$ cat config.mk
export PLATFORM = sky130hd
export DESIGN_NAME = oneshot_dual
export DESIGN_NICKNAME = d
export VERILOG_FILES = /design/src/rtl/oneshot_pkg.sv /design/src/rtl/os_sync.sv /design/src/rtl/os_gate.sv /design/src/rtl/os_timer.sv /design/src/rtl/oneshot_dual.sv
export SDC_FILE = /design/constraint.sdc
export NUM_CORES = 1
export LEC_CHECK = 0
export CAP_MARGIN = 10
export CORE_UTILIZATION = 30
export CTS_CLUSTER_SIZE = 14
export DETAILED_ROUTE_END_ITERATION = 6
export HOLD_SLACK_MARGIN = 0.06
export SYNTH_ARGS = -nofsm -noshare
export SYNTH_HDL_FRONTEND = slang
export SYNTH_HIERARCHICAL = 1
export SYNTH_SLANG_ARGS = --single-unit
export TNS_END_PERCENT = 1
$ cat constraint.sdc
create_clock -name clk -period 7.7 [get_ports clk]
set_input_delay 2.31 -clock clk [delete_from_list [all_inputs] [get_ports clk]]
set_output_delay 2.31 -clock clk [all_outputs]
set_load 0.02 [all_outputs]
$ cat src/rtl/oneshot_pkg.sv
package oneshot_pkg;

    // Synchronized control sample for one channel
    typedef struct packed {
        logic up;
        logic dn;
        logic clr_n;
    } ctl_t;

    // Idle levels: falling line parked high so the rising line is armed
    localparam ctl_t CTL_IDLE = '{up: 1'b0, dn: 1'b1, clr_n: 1'b1};

    typedef struct packed {
        logic fire;
        logic clear;
    } evt_t;

    // A programmed length of zero behaves as one cycle
    function automatic logic [7:0] eff_len(input logic [7:0] len);
        return (len == 8'd0) ? 8'd1 : len;
    endfunction

endpackage

$ cat src/rtl/os_sync.sv
module os_sync
    import oneshot_pkg::*;
(
    input  logic clk,
    input  logic rst,
    input  ctl_t raw,
    output ctl_t cur,
    output ctl_t prev
);
    ctl_t meta;

    always_ff @(posedge clk) begin
        if (rst) begin
            meta <= CTL_IDLE;
            cur  <= CTL_IDLE;
            prev <= CTL_IDLE;
        end else begin
            meta <= raw;
            cur  <= meta;
            prev <= cur;
        end
    end
endmodule

$ cat src/rtl/os_gate.sv
module os_gate
    import oneshot_pkg::*;
#(
    parameter int REC_CYC = 4
) (
    input  logic clk,
    input  logic rst,
    input  ctl_t cur,
    input  ctl_t prev,
    output evt_t evt
);
    localparam int REC_INIT = (REC_CYC > 3) ? REC_CYC : 3;
    localparam int REC_W    = $clog2(REC_INIT + 1);

    logic [REC_W-1:0] rec_cnt;
    logic             up_edge;
    logic             dn_edge;

    always_ff @(posedge clk) begin
        if (rst) begin
            rec_cnt <= REC_W'(REC_INIT);
        end else if (!cur.clr_n) begin
            rec_cnt <= REC_W'(REC_CYC);
        end else if (rec_cnt != '0) begin
            rec_cnt <= rec_cnt - 1'b1;
        end
    end

    always_comb begin
        up_edge   = cur.up && !prev.up && cur.dn;
        dn_edge   = !cur.dn && prev.dn && !cur.up;
        evt.clear = !cur.clr_n;
        evt.fire  = cur.clr_n && (rec_cnt == '0) && (up_edge || dn_edge);
    end
endmodule

$ cat src/rtl/os_timer.sv
module os_timer
    import oneshot_pkg::*;
(
    input  logic       clk,
    input  logic       rst,
    input  evt_t       evt,
    input  logic [7:0] len,
    output logic       q
);
    logic [7:0] remain;

    always_ff @(posedge clk) begin
        if (rst || evt.clear) begin
            q      <= 1'b0;
            remain <= '0;
        end else if (evt.fire) begin
            q      <= 1'b1;
            remain <= eff_len(len) - 8'd1;
        end else if (q) begin
            if (remain == '0) begin
                q <= 1'b0;
            end else begin
                remain <= remain - 8'd1;
            end
        end
    end
endmodule

$ cat src/rtl/oneshot_dual.sv
module oneshot_dual
    import oneshot_pkg::*;
#(
    parameter int NUM_CH  = 2,
    parameter int REC_CYC = 4
) (
    input  logic                clk,
    input  logic                rst,
    input  logic [NUM_CH-1:0]   trig_up,
    input  logic [NUM_CH-1:0]   trig_dn,
    input  logic [NUM_CH-1:0]   clr_n,
    input  logic [NUM_CH*8-1:0] pulse_len,
    output logic [NUM_CH-1:0]   q,
    output logic [NUM_CH-1:0]   q_n
);
    for (genvar ch = 0; ch < NUM_CH; ch++) begin : g_ch
        ctl_t raw;
        ctl_t cur;
        ctl_t prev;
        evt_t evt;
        logic q_int;

        assign raw = '{up: trig_up[ch], dn: trig_dn[ch], clr_n: clr_n[ch]};

        os_sync u_sync (
            .clk (clk),
            .rst (rst),
            .raw (raw),
            .cur (cur),
            .prev(prev)
        );

        os_gate #(.REC_CYC(REC_CYC)) u_gate (
            .clk (clk),
            .rst (rst),
            .cur (cur),
            .prev(prev),
            .evt (evt)
        );

        os_timer u_timer (
            .clk(clk),
            .rst(rst),
            .evt(evt),
            .len(pulse_len[ch*8 +: 8]),
            .q  (q_int)
        );

        assign q[ch]   = q_int;
        assign q_n[ch] = ~q_int;
    end
endmodule

==> flow_metrics.tcl <==
set metrics [dict create \
    antenna_found_initial 0 \
    antenna_left 0 \
    status "completed" \
    dr.pass1.iters 4 \
    arrival_ns 4.73 \
    die_h_um 86.3 \
    die_w_um 86.3 \
    path_class "in -> reg" \
    cts_resized 0 \
    postCtsHoldBufs 0 \
    vias 1678 \
    syn_inst 228 \
    grt_max_degree 21 \
    wl_per_cell_um 11.3 \
    synthesis.area_um2 2130 \
    p_leak_nw 0.905 \
    synth_fp_nets 258 \
    cts_root_buf "clkbuf_8" \
    reg2reg_slack_ns 4.45 \
    drc_errors 0 \
    cp-startpoint "pulse_len[4]" \
    clockBufferDepth 2 \
    grt_pass1_wl_um 7020 \
    slew_violations 0 \
    start_kind "primary input" \
    start_util_pct 31.2 \
    insertion_delay_ns 0.28 \
    max-vdd-ir-drop_uv 116 \
    endpoint "g_ch[0].u_timer/remain[6]$_SDFFE_PP0P_" \
    core-area_um2 6830 \
    setup_viol 0 \
    dr_wl_met3_um 127 \
    dp_cells 345 \
    gp_congestion 0.820 \
    holdCritPathClass "reg -> reg" \
    cts_tree "done" \
    avgViaCountPerCell 4.77 \
    grt_pass1_vias 1542 \
    tns_ns 0 \
    htreeDepth 2 \
    nets 286 \
    ys_warn_count 6 \
    clkSinkCount 40 \
    gr-total-overflow 0 \
    routed.top_layer "met4" \
    layoutNonFillerInstCount 352 \
    cap_violations 0 \
    min_period_ns 4.52 \
    avgSynthCellArea_um2 9.35 \
    die_area_um2 7450 \
    numCtsBuffers 5 \
    wl_met2_um 1830 \
    grt_use_total_pct 11.7 \
    rows 30 \
    cp_max_fo 5 \
    min_period_over_period_pct 58.7 \
    antenna_cells 0 \
    rr_endpoint "g_ch[1].u_timer/remain[6]$_SDFFE_PP0P_" \
    end_kind "flip-flop" \
    routed_wl_um 3980 \
    portBuffers 27 \
    clock_skew_ns 0.00330 \
    drive_above_1_share_pct 12.9 \
    reg2reg_depth 13 \
    tightestPinTransition_ns 0.663 \
    relSlewSlack_pct 55.4 \
    hold_viol_final 0 \
    dp_hpwl_um 2960 \
    wl_met1_um 1980 \
    areaGrowthSynthToFinish_pct 20.7 \
    cts.clk_slew.worst_paths_ns 0.08 \
    cts_setup_buffers 0 \
    powerDensity_nw_per_um2 204 \
    fmax_ghz 0.221 \
    rsz0062_at_grt "false" \
    io_pins 28 \
    crit_required_ns 7.91 \
    rr_startpoint "g_ch[1].u_gate/rec_cnt[0]$_SDFFE_PP0P_" \
    drt_iter0_drc 107 \
]
worst min path at each step:
stage                                      startpoint                                to  slack (ns)  cells after the start
detailed placement  g_ch[0].u_sync/meta[0]$_SDFF_PP1_  g_ch[0].u_sync/cur[0]$_SDFF_PP1_        0.39                      1
finish              g_ch[0].u_sync/meta[0]$_SDFF_PP1_  g_ch[0].u_sync/cur[0]$_SDFF_PP1_        0.41                      1
CTS                 g_ch[0].u_sync/meta[0]$_SDFF_PP1_  g_ch[0].u_sync/cur[0]$_SDFF_PP1_        0.41                      1
global route        g_ch[1].u_sync/meta[0]$_SDFF_PP1_  g_ch[1].u_sync/cur[0]$_SDFF_PP1_        0.43                      1
global placement    g_ch[0].u_sync/meta[1]$_SDFF_PP1_  g_ch[0].u_sync/cur[1]$_SDFF_PP1_        0.39                      1
floorplan           g_ch[0].u_sync/meta[0]$_SDFF_PP1_  g_ch[0].u_sync/cur[0]$_SDFF_PP1_        0.38                      1
flip-flops by register name (all words and copies together), names as in the netlist:
| name | cells |
|---|---|
| g_ch.u_timer/q | 2 |
| g_ch.u_timer/remain | 16 |
| g_ch.u_gate/rec_cnt | 6 |
| g_ch.u_sync/cur | 6 |
| g_ch.u_sync/prev | 4 |
| g_ch.u_sync/meta | 6 |
layout by cell type (no fill, tap or decap), types with 4 or more instances in the layout:
cell,n
dfxtp_1,40
nor2_1,22
xnor2_1,12
inv_1,12
xor2_1,4
nor4_1,8
ha_1,6
a21o_1,4
nor3b_1,6
a32o_1,4
nand2_1,6
clkbuf_8,5
nor2b_1,8
a21oi_1,10
or4_4,4
or2_1,10
mux2i_1,6
mux2_2,4
nor3_1,4
clkdlybuf4s50_1,27
a211oi_2,6
or3_1,4
o21ai_0,4
cell type report:
cell class	count	area (µm²)
clock inverters	2	12.5
flip-flops and latches	40	801
multi-input cells	168	1240
well taps	96	120
repair buffers	29	285
fillers	697	4260
inverters	12	45.0
clock buffers	5	68.8
worst max-delay path, cell delays in order:
cell and delay, ns:
clkdlybuf4s50_1 0.48, nor4_1 0.59, a31oi_1 0.22, ha_1 0.30
nor4b_1 0.17, a32o_1 0.24, a21boi_0 0.18, nor3_1 0.06
a211oi_1 0.19
per-layer routing:
metal | vias up | global-route usage [%]
met5 | - | 0
met4 | 0 | 5.00
met1 | 770 | 15.4
met3 | 4 | 2.57
li1 | 873 | -
met2 | 31 | 18.5
per-stage QoR:
stage	util [%]	hold WS, ns	power (mW)	setup WS, ns	cell area [µm²]
5_1_grt	37.7	0.431	0.563	2.97	2570
4_1_cts	37.7	0.412	0.532	3.19	2570
6_report	37.7	0.406	0.525	3.18	2570
3_3_place_gp	36.5	0.387	0.395	3.00	2490
3_5_place_dp	36.5	0.393	0.398	2.90	2490
2_1_floorplan	-	0.383	0.360	3.63	2130
where the power goes:
group | total, mW | internal (mW) | switching [mW]
sequential | 0.241 | 0.227 | 0.0140
clock | 0.131 | 0.0613 | 0.0700
combinational | 0.154 | 0.0765 | 0.0771
total | 0.525 | 0.364 | 0.161
(Power assumes the default switching activity.)
